File: src/rtl/irqc_pkg.sv
package irqc_pkg;
    typedef enum logic [1:0] {
        CFG_PRIO = 2'd0,
        CFG_EN   = 2'd1,
        CFG_SETP = 2'd2,
        CFG_CLRP = 2'd3
    } cfg_op_e;
endpackage

File: src/rtl/irqc_arb.sv
module irqc_arb #(
    parameter int N_SRC  = 16,
    parameter int PRIO_W = 8,
    parameter int ID_W   = 5
) (
    input  logic [N_SRC-1:0]             cand,
    input  logic [N_SRC-1:0][PRIO_W-1:0] prio,
    output logic                         found,
    output logic [ID_W-1:0]              best_id,
    output logic [PRIO_W-1:0]            best_prio
);
    // Ascending scan with strict compare: the lowest number wins a tie.
    always_comb begin
        found     = 1'b0;
        best_id   = '0;
        best_prio = '1;
        for (int i = 0; i < N_SRC; i++) begin
            if (cand[i] && (!found || (prio[i] < best_prio))) begin
                found     = 1'b1;
                best_id   = ID_W'(i);
                best_prio = prio[i];
            end
        end
    end
endmodule

File: src/rtl/irqc_exec_lvl.sv
module irqc_exec_lvl #(
    parameter int N_SRC  = 16,
    parameter int PRIO_W = 8
) (
    input  logic [N_SRC-1:0]             act,
    input  logic [N_SRC-1:0][PRIO_W-1:0] prio,
    output logic [PRIO_W:0]              lvl
);
    localparam logic [PRIO_W:0] THREAD_LVL = {1'b1, {PRIO_W{1'b0}}};

    always_comb begin
        lvl = THREAD_LVL;
        for (int i = 0; i < N_SRC; i++) begin
            if (act[i] && ({1'b0, prio[i]} < lvl)) begin
                lvl = {1'b0, prio[i]};
            end
        end
    end
endmodule

File: src/rtl/irqc_depth.sv
module irqc_depth #(
    parameter int N_SRC   = 16,
    parameter int DEPTH_W = 5
) (
    input  logic [N_SRC-1:0]   act,
    input  logic               nmi_act,
    output logic [DEPTH_W-1:0] cnt
);
    always_comb begin
        cnt = DEPTH_W'(nmi_act);
        for (int i = 0; i < N_SRC; i++) begin
            cnt = cnt + DEPTH_W'(act[i]);
        end
    end
endmodule

File: src/rtl/irqc_top.sv
module irqc_top #(
    parameter int N_SRC  = 16,
    parameter int PRIO_W = 8,
    localparam int ID_W  = $clog2(N_SRC + 1),
    localparam int DEPTH_W = $clog2(N_SRC + 2)
) (
    input  logic               clk,
    input  logic               rst_n,
    input  logic [N_SRC-1:0]   irq_req,
    input  logic               nmi_req,
    input  logic               glob_en,
    input  logic               cfg_we,
    input  logic [1:0]         cfg_op,
    input  logic [ID_W-1:0]    cfg_id,
    input  logic [PRIO_W-1:0]  cfg_wdata,
    output logic [PRIO_W-1:0]  rd_prio,
    input  logic               ack,
    input  logic               eoh,
    input  logic [ID_W-1:0]    eoh_id,
    output logic               take_v,
    output logic [ID_W-1:0]    take_id,
    output logic [PRIO_W:0]    exec_prio,
    output logic [N_SRC-1:0]   pend_o,
    output logic [N_SRC-1:0]   en_o,
    output logic [N_SRC-1:0]   act_o,
    output logic               nmi_pend_o,
    output logic               nmi_act_o,
    output logic [DEPTH_W-1:0] depth_o,
    output logic [DEPTH_W-1:0] max_depth_o
);
    import irqc_pkg::*;

    localparam logic [ID_W-1:0]   NMI_ID     = ID_W'(N_SRC);
    localparam logic [PRIO_W-1:0] PRIO_MID   = PRIO_W'(1) << (PRIO_W - 1);
    localparam logic [PRIO_W:0]   THREAD_LVL = {1'b1, {PRIO_W{1'b0}}};
    localparam logic [N_SRC-1:0][PRIO_W-1:0] PRIO_INIT = {N_SRC{PRIO_MID}};

    typedef struct packed {
        logic [N_SRC-1:0]             pend;
        logic [N_SRC-1:0]             en;
        logic [N_SRC-1:0]             act;
        logic [N_SRC-1:0][PRIO_W-1:0] prio;
        logic                         nmi_pend;
        logic                         nmi_act;
    } core_t;

    typedef struct packed {
        logic               take_v;
        logic [ID_W-1:0]    take_id;
        logic [PRIO_W:0]    exec;
        logic [DEPTH_W-1:0] depth;
        logic [DEPTH_W-1:0] maxd;
    } out_t;

    core_t core_d, core_q;
    out_t  out_d, out_q;

    cfg_op_e op;
    logic    ack_hit;
    logic    nmi_ack, nmi_eoh;
    logic [N_SRC-1:0] sel_v, ack_v, eoh_v;

    assign op      = cfg_op_e'(cfg_op);
    assign ack_hit = ack & out_q.take_v;
    assign nmi_ack = ack_hit && (out_q.take_id == NMI_ID);
    assign nmi_eoh = eoh && (eoh_id == NMI_ID);

    // Per-source decode of the three strobes.
    for (genvar g = 0; g < N_SRC; g++) begin : g_dec
        assign sel_v[g] = cfg_we  && (cfg_id == ID_W'(g));
        assign ack_v[g] = ack_hit && (out_q.take_id == ID_W'(g));
        assign eoh_v[g] = eoh     && (eoh_id == ID_W'(g));
    end

    // Next source state.
    always_comb begin
        core_d = core_q;
        for (int i = 0; i < N_SRC; i++) begin
            if (sel_v[i] && (op == CFG_PRIO)) core_d.prio[i] = cfg_wdata;
            if (sel_v[i] && (op == CFG_EN))   core_d.en[i]   = cfg_wdata[0];
            core_d.pend[i] = (core_q.pend[i]
                              & ~(sel_v[i] && (op == CFG_CLRP))
                              & ~ack_v[i])
                             | irq_req[i]
                             | (sel_v[i] && (op == CFG_SETP));
            core_d.act[i]  = (core_q.act[i] | ack_v[i]) & ~eoh_v[i];
        end
        core_d.nmi_pend = (core_q.nmi_pend & ~nmi_ack) | nmi_req;
        core_d.nmi_act  = (core_q.nmi_act | nmi_ack) & ~nmi_eoh;
    end

    logic                found;
    logic [ID_W-1:0]     best_id;
    logic [PRIO_W-1:0]   best_prio;
    logic [PRIO_W:0]     lvl;
    logic [DEPTH_W-1:0]  cnt;

    irqc_arb #(.N_SRC(N_SRC), .PRIO_W(PRIO_W), .ID_W(ID_W)) u_arb (
        .cand      (core_d.pend & core_d.en),
        .prio      (core_d.prio),
        .found     (found),
        .best_id   (best_id),
        .best_prio (best_prio)
    );

    irqc_exec_lvl #(.N_SRC(N_SRC), .PRIO_W(PRIO_W)) u_lvl (
        .act  (core_d.act),
        .prio (core_d.prio),
        .lvl  (lvl)
    );

    irqc_depth #(.N_SRC(N_SRC), .DEPTH_W(DEPTH_W)) u_depth (
        .act     (core_d.act),
        .nmi_act (core_d.nmi_act),
        .cnt     (cnt)
    );

    // Next offer, level and nesting counters, judged on updated state.
    always_comb begin
        out_d         = out_q;
        out_d.exec    = lvl;
        out_d.depth   = cnt;
        out_d.maxd    = (cnt > out_q.maxd) ? cnt : out_q.maxd;
        out_d.take_v  = 1'b0;
        out_d.take_id = '0;
        if (core_d.nmi_pend && !core_d.nmi_act) begin
            out_d.take_v  = 1'b1;
            out_d.take_id = NMI_ID;
        end else if (glob_en && !core_d.nmi_act && found &&
                     ({1'b0, best_prio} < lvl)) begin
            out_d.take_v  = 1'b1;
            out_d.take_id = best_id;
        end
    end

    always_ff @(posedge clk or negedge rst_n) begin
        if (!rst_n) begin
            core_q <= '{pend: '0, en: '0, act: '0, prio: PRIO_INIT,
                        nmi_pend: 1'b0, nmi_act: 1'b0};
            out_q  <= '{take_v: 1'b0, take_id: '0, exec: THREAD_LVL,
                        depth: '0, maxd: '0};
        end else begin
            core_q <= core_d;
            out_q  <= out_d;
        end
    end

    always_comb begin
        rd_prio = '0;
        for (int i = 0; i < N_SRC; i++) begin
            if (cfg_id == ID_W'(i)) rd_prio = core_q.prio[i];
        end
    end

    assign take_v      = out_q.take_v;
    assign take_id     = out_q.take_id;
    assign exec_prio   = out_q.exec;
    assign pend_o      = core_q.pend;
    assign en_o        = core_q.en;
    assign act_o       = core_q.act;
    assign nmi_pend_o  = core_q.nmi_pend;
    assign nmi_act_o   = core_q.nmi_act;
    assign depth_o     = out_q.depth;
    assign max_depth_o = out_q.maxd;
endmodule

File: config.mk
export PLATFORM = sky130hd
export DESIGN_NAME = irqc_top
export DESIGN_NICKNAME = d
export VERILOG_FILES = /design/src/rtl/irqc_pkg.sv /design/src/rtl/irqc_arb.sv /design/src/rtl/irqc_exec_lvl.sv /design/src/rtl/irqc_depth.sv /design/src/rtl/irqc_top.sv
export SDC_FILE = /design/constraint.sdc
export NUM_CORES = 1
export LEC_CHECK = 0
export BUFFER_PORTS_ARGS = -buffer_cell sky130_fd_sc_hd__buf_2
export CELL_PAD_IN_SITES_DETAIL_PLACEMENT = 0
export CELL_PAD_IN_SITES_GLOBAL_PLACEMENT = 1
export CORE_ASPECT_RATIO = 0.7
export CORE_MARGIN = 2
export CORE_UTILIZATION = 30
export CTS_BUF_LIST = sky130_fd_sc_hd__clkbuf_2
export DETAILED_ROUTE_END_ITERATION = 16
export GPL_TIMING_DRIVEN = 0
export PLACE_DENSITY = 0.64
export SYNTH_ARGS = -nofsm -noshare
export SYNTH_HDL_FRONTEND = slang
export SYNTH_SLANG_ARGS = --single-unit
export TNS_END_PERCENT = 100
File: constraint.sdc
create_clock -name clk -period 96 [get_ports clk]
set_input_delay 4.8 -clock clk [delete_from_list [all_inputs] [get_ports clk]]
set_output_delay 4.8 -clock clk [all_outputs]
set_load 0.005 [all_outputs]
-- Word level (Yosys, flattened, before mapping)
Index checks and enable logic that the tools add are counted.
- bits in registers: 203
- bits of input ports: 43
- logic and storage cells: 572
- add/sub/neg operators: 16
- order comparisons: 32
- equality and inequality tests: 50
- mux-type cells: 113
- bitwise gates (word level): 152
- reductions and logical operators: 183
- operator list (operator ; number):
    two-way mux 8 bit ; 48
    logical AND 1 bit ; 148
    < comparator 8 x 9 -> 1 bit ; 16
    two-way mux 9 bit ; 16
    equality test 5 x 4 -> 1 bit, second input constant ; 24
    < comparator 8 bit ; 15
    adder 5 x 1 -> 5 bit ; 15
    equality test 5 x 3 -> 1 bit, second input constant ; 12
    bitwise AND 1 bit ; 51
    NOT 1 bit ; 50
    bitwise OR 1 bit ; 50
    two-way mux 1 bit ; 33
    two-way mux 4 bit ; 8
    equality test 5 x 2 -> 1 bit, second input constant ; 6
    bitwise AND 16 bit ; 1
    logical NOT 1 bit ; 16
    equality test 5 x 1 -> 1 bit, second input constant ; 3
    logical NOT 5 bit ; 3
    logical OR 1 bit ; 15
    two-way mux 3 bit ; 4
    two-way mux 6 bit ; 2
    equality test 5 bit, second input constant ; 2
    greater-than comparator 5 bit ; 1
    equality test 2 bit, second input constant ; 2
    4 further kinds ; 5

-- Logic depth before layout (Yosys ltp)
- depth after elaboration: 74
- mapped depth: 174
- mapped depth without buffers: 163

-- Hierarchy
A second synthesis with hierarchy kept.
- cell total of the unflattened synthesis: 2570
- area total of the unflattened synthesis: 21919.8 um^2
- modules (own cells, without submodules) (module ; instances ; cells each ; area each (um^2) ; sequential area each (um^2)):
    irqc_top ; 1 ; 904 ; 10263.6 ; 5101.1
    irqc_exec_lvl ; 1 ; 817 ; 5701.7 ; 0.0
    irqc_arb ; 1 ; 810 ; 5564.1 ; 0.0
    irqc_depth ; 1 ; 39 ; 390.4 ; 0.0

-- Worst setup path before layout
No wires, ideal clock.
- path type: input port to flip-flop
- start point: input cfg_id[3]
- end point: register out_q, in the netlist take_id[2]
- setup time: 99 ps
- data arrival time: 35529 ps
- data required time: 95901 ps
- slack: 60371 ps
- stages: 164
- path buffers: 11
- path through: buf_2 nor4b_4 buf_4 nand3_2 mux2i_1 inv_1 ha_1 nand3_1 nor3_1 o211ai_2 o311ai_1 clkbuf_1 mux2_2 ha_1 o21a_1 o211ai_1 a21boi_0 o21ai_0 [... 128 more ...] a21o_1 a21oi_1 nor2b_1 a2111oi_0 nand3b_1 a21oi_1 nor2_1 clkbuf_1 mux2_2 ha_1 a21o_1 a21o_1 a21oi_1 nor2_1 nor2_1 o21a_1 a31oi_1 a311oi_1
- RTL lines (element ; line ; source):
    start: declaration ; irqc_top.sv:14 ; input logic [ID_W-1:0] cfg_id,
    end signal: assignment ; irqc_top.sv:140 ; out_q <= '{take_v: 1'b0, take_id: '0, exec: THREAD_LVL,
    end signal: assignment ; irqc_top.sv:144 ; out_q <= out_d;
    end: declaration ; irqc_top.sv:56 ; out_t out_d, out_q;

==> implementation parameters <==
Parameter                              Value

Outcome
  Outcome ... complete, but fails checks
  Violations in the final reports ... capacitance limit

Yosys
  Combinational family with the most area after synthesis ... compound AO/OA/AOI/OAI gates
  Simple-gate portion of the synthesized area ... 15.4%
  Synth top area share ... 23.0%
  Number of register bits inferred by synthesis ... 203
  Syn Nets ... 2528
  Area leader, netlist ... dfrtp_1
  Netlist area before placement ... 20200 um^2
  Post-Syn Area per Cell ... 8.99 um^2
  Proportion of synthesized area in mux cells ... 13.7%
  Primary flip-flop cell chosen by synthesis mapping ... dfrtp_1
  Largest cells by area after synthesis ... dfrtp_1 23%, ha_1 14%, mux2_2 7.4%, mux2i_1 5.1%, a21oi_1 3.1%
  Total number of yosys warnings ... 0
  Number of instances in the synthesized netlist ... 2246
  Fraction of registers with async set/reset ... 100%
  Proportion of synthesized chip area in sequential cells ... 25.3%
  EDFF count, synth ... 0
  Area share of fa/ha/maj cells after synthesis ... 15.2%
  Synth Area in Compound Gates ... 24.2%
  Number of distinct library cell variants in the gate-level netlist after synthesis ... roughly 110
  Fraction of synthesized cell area in xor and xnor cells ... 0.0867%

Pwr
  Total power ... 0.488 mW
  P_sw ... 0.246 mW
  Peak supply drop ... 0.00000767 V
  Power share of the clock group ... 13.9%
  Leakage power total ... 11.7 nW
  Switching Fraction ... 50.5%
  Internal power component ... 0.241 mW
  Combinational group share of total power ... approximately 65%
  Proportion of power drawn by flip-flops and latches ... a little over a fifth
  Cell area power density ... 21.6 nW/um^2

STA
  Slew Viols, Final ... 0
  Setup Viol. Count Final ... 0
  Share of the clock period used by the worst path after layout ... 46.3%
  Transition time at the pin with the least slew margin ... around 1.5 ns
  Minimum setup slack in the final design ... 51.53 ns
  Normalized max-slew margin ... 0.793%
  Endpoints failing hold ... 0
  Unrepaired setup endpoints after global routing ... false
  Maximum clock frequency ... 22.5 MHz
  Clock Skew ... 0.0927 ns
  Total Neg Setup Slack ... 0 ns
  Final critical delay including setup and external delays ... between 40 and 50 ns

Layout
  Layout area overhead ... 11.6%
  Design area ... 22500 um^2
  Number of nets in the layout ... approximately 2700
  Final standard cell utilization of the core ... 33.9%
  Share of cells above drive strength 1 ... 20.3%

Clock network
  Post-CTS clock slew at the launch and capture registers of the worst setup and hold paths ... 0.09 ns
  Number of buffers on the longest clock path ... 3
  CTS tree ... done
  Postcts setup bufs ... 0
  TritonCTS Buffers ... 58
  CTS root buffer ... clkbuf_2
  H-Tree Level Count ... 2
  Number of hold buffers added after CTS ... 0
  Sinks on Clock Net ... 203
  Resize count post-CTS ... 0
  Clock latency reported for the late side of the worst-skew pair ... 1.00 ns

Setup path
  Largest fanout on the critical path ... 11
  Launch point of the critical path ... eoh_id[0]
  Family of cells with the greatest summed delay on the critical path ... compound AO/OA/AOI/OAI gates
  Endpoint class of the critical path ... register
  Req. time, crit path ... 96.81 ns
  Worst endpoint data arrival time ... 45.28 ns
  RR Startpoint ... take_id[3]
  CP Launch Type ... primary input
  Highest-delay cell along the critical path ... a2111oi_0
  End point of the critical path ... take_id[2]
  CP most frequent cell ... a21oi_1
  Max stage delay on crit path ... 0.98 ns
  Worst R2R Path Depth ... around 160
  Crit path kind ... in2reg
  Depth of the critical timing path with buffers and inverters included ... 161
  Endpoint of the worst-slack reg-to-reg timing path ... take_id[2]
  Number of buffers and inverters on the critical path ... 13
  Setup slack of the worst register-to-register path ... 54.94 ns

Routing
  Routed WL per cell ... around 27 um
  Via-per-instance ratio ... slightly below 6
  Vias ... 19923
  Sum of met2 wire segment lengths after detailed routing ... 32.5 mm
  Routed metal-1 wirelength ... 45.0 mm
  Detailed Route WL ... about 90 mm
  Wire length on met3 ... a little over 10 mm
  Uppermost metal layer occupied by signal nets ... met5
  Remaining design rule violation count ... 0
  Detailed-router iteration count before antenna repair ... 6
  1st-iter DRT viols ... ~2400
  Antenna Violating Nets Remaining ... 0

Floorplan
  Area of the die ... slightly below 70000 um^2
  Number of rows in the core area ... 79
  Area of the placeable core ... between 60000 and 70000 um^2
  Number of I/O pins ... 126
  Chip width ... about 310 um
  Height of the die ... 221 um
  Starting density of the core ... 30.4%

GRT
  Antenna violations before repair ... 4
  Global-route usage over all layers ... 25.0%
  Via count of the first global-routing pass ... roughly 19000
  Pin count of the biggest net entering global routing ... 74
  Global-route wire length before repair ... about 130 mm
  Total grt overflow ... 0

Placed design
  Total of buffers placed on input and output ports ... 122
  Post-detail-place hpwl ... around 75 mm
  Placement Setup Slack ... 52.14 ns
  Post-Place Cell Area ... between 20000 and 25000 um^2
  GPL Wtd Cong ... 0.980

Worst hold path
  Tightest Hold Check Type ... reg2reg

Job
  Number of maximum-capacitance violations ... 1
==> worst reg2reg max path, delay by kind of cell (launching register included) <==
family	cells	cell delay [ns]
AOI/OAI and AO/OA	91	23.80
adders and majority gates	16	5.01
DFF	1	0.42
and+or+nand+nor	35	5.93
muxes	6	2.38
buffers and inverters	13	3.41
==> cells in the final DEF, fill, tap and decap left out, types with 17 or more instances in the layout <==
master	netlist	final
a211oi_1	22	22
dfrtp_1	186	186
clkinv_1	3	18
nand4_1	44	44
o21a_1	46	46
nand2_1	157	157
o211ai_1	31	31
o22ai_1	17	17
and2_1	33	33
clkbuf_1	46	46
mux2_2	133	133
dfstp_2	17	17
nor2b_1	29	29
a21o_1	84	84
mux2i_1	103	103
nor3_1	35	35
nand2b_1	29	29
a22oi_1	21	21
o21ai_0	97	97
ha_1	228	228
nor2_1	122	122
nand3_1	54	54
clkbuf_2	0	90
buf_4	51	52
buf_2	14	135
a21oi_1	127	127
a31oi_1	26	26
inv_1	159	159
==> how the worst min path moves through the flow <==
stage | end | cells after the start | start | slack, ns
after global routing | en_o[14] | 1 | en_o[14] | 0.57
after floorplan | pend_o[13] | 2 | pend_o[13] | 0.48
final | nmi_pend_o | 2 | nmi_pend_o | 0.53
after global placement | nmi_pend_o | 2 | nmi_pend_o | 0.49
after CTS | nmi_pend_o | 2 | nmi_pend_o | 0.54
after detailed placement | nmi_pend_o | 2 | nmi_pend_o | 0.52
==> layer usage <==
| metal | vias up | global-route usage [%] |
|---|---|---|
| li1 | 8876 | - |
| met1 | 9886 | 40.5 |
| met2 | 1035 | 31.8 |
| met3 | 122 | 6.72 |
| met4 | 4 | 5.05 |
| met5 | - | 0 |
==> area by class of cell <==
class | instances | area [um^2]
antenna | 2 | 5.00
buffer | 113 | 633
clock buffer | 90 | 450
clock inverter | 18 | 70.1
fill | 6933 | 44000
inverter | 162 | 608
multi-input combinational | 1768 | 13900
sequential | 203 | 5100
tap | 891 | 1110
timing repair buffer | 126 | 694
==> power by group through the flow <==
stage / Sequential, mW / Clock [mW] / Combinational (mW)
4_1_cts: 0.102 / 0.0684 / 0.310
3_3_place_gp: 0.103 / 0 / 0.301
6_report: 0.102 / 0.0680 / 0.318
3_5_place_dp: 0.103 / 0 / 0.307
5_1_grt: 0.103 / 0.0736 / 0.347
2_1_floorplan: 0.100 / 0 / 0.211
==> through the flow <==
stage	hold WS (ns)	std cells
floorplan	0.476	2246
detailed placement	0.516	3263
global route	0.570	3372
CTS	0.536	3371
global placement	0.494	3259
finish	0.534	3373
==> flip-flops by register name, indices dropped and copies added, names as in the netlist <==
name / count
act_o: 16
core_q: 128
depth_o: 5
en_o: 16
exec_prio: 9
max_depth_o: 5
nmi_act_o: 1
nmi_pend_o: 1
pend_o: 16
take_id: 5
take_v: 1
==> Yosys cell counts, types with 9 or more instances <==
library cell	number
nand3_1	54
nor2_1	122
nor4_1	9
a221oi_1	15
a21oi_1	127
or2_2	14
a222oi_1	13
o221ai_1	15
nand2_1	157
dfstp_2	17
nand2b_1	29
nand4_1	44
a21o_1	84
ha_1	228
mux2_2	133
a31oi_1	26
o31ai_1	16
a22o_1	14
a22oi_1	21
buf_2	14
dfrtp_1	186
nor3_1	35
clkbuf_1	46
o211ai_1	31
o22ai_1	17
nor2b_1	29
a211oi_1	22
fa_1	11
mux2i_1	103
and3_1	14
and2_1	33
o21a_1	46
inv_1	159
buf_4	51
o21ai_0	97
==> logic make-up (layout without fill, tap and decap cells) <==
logic type	count (synthesis)	after routing
compound gates	679	679
xor+xnor	2	2
simple gates	601	601
buf+inv	275	509
other cells	0	2
fa+ha+maj	239	239
flops	203	203
mux	247	247
Note: power is estimated with default switching activity, not from simulation.
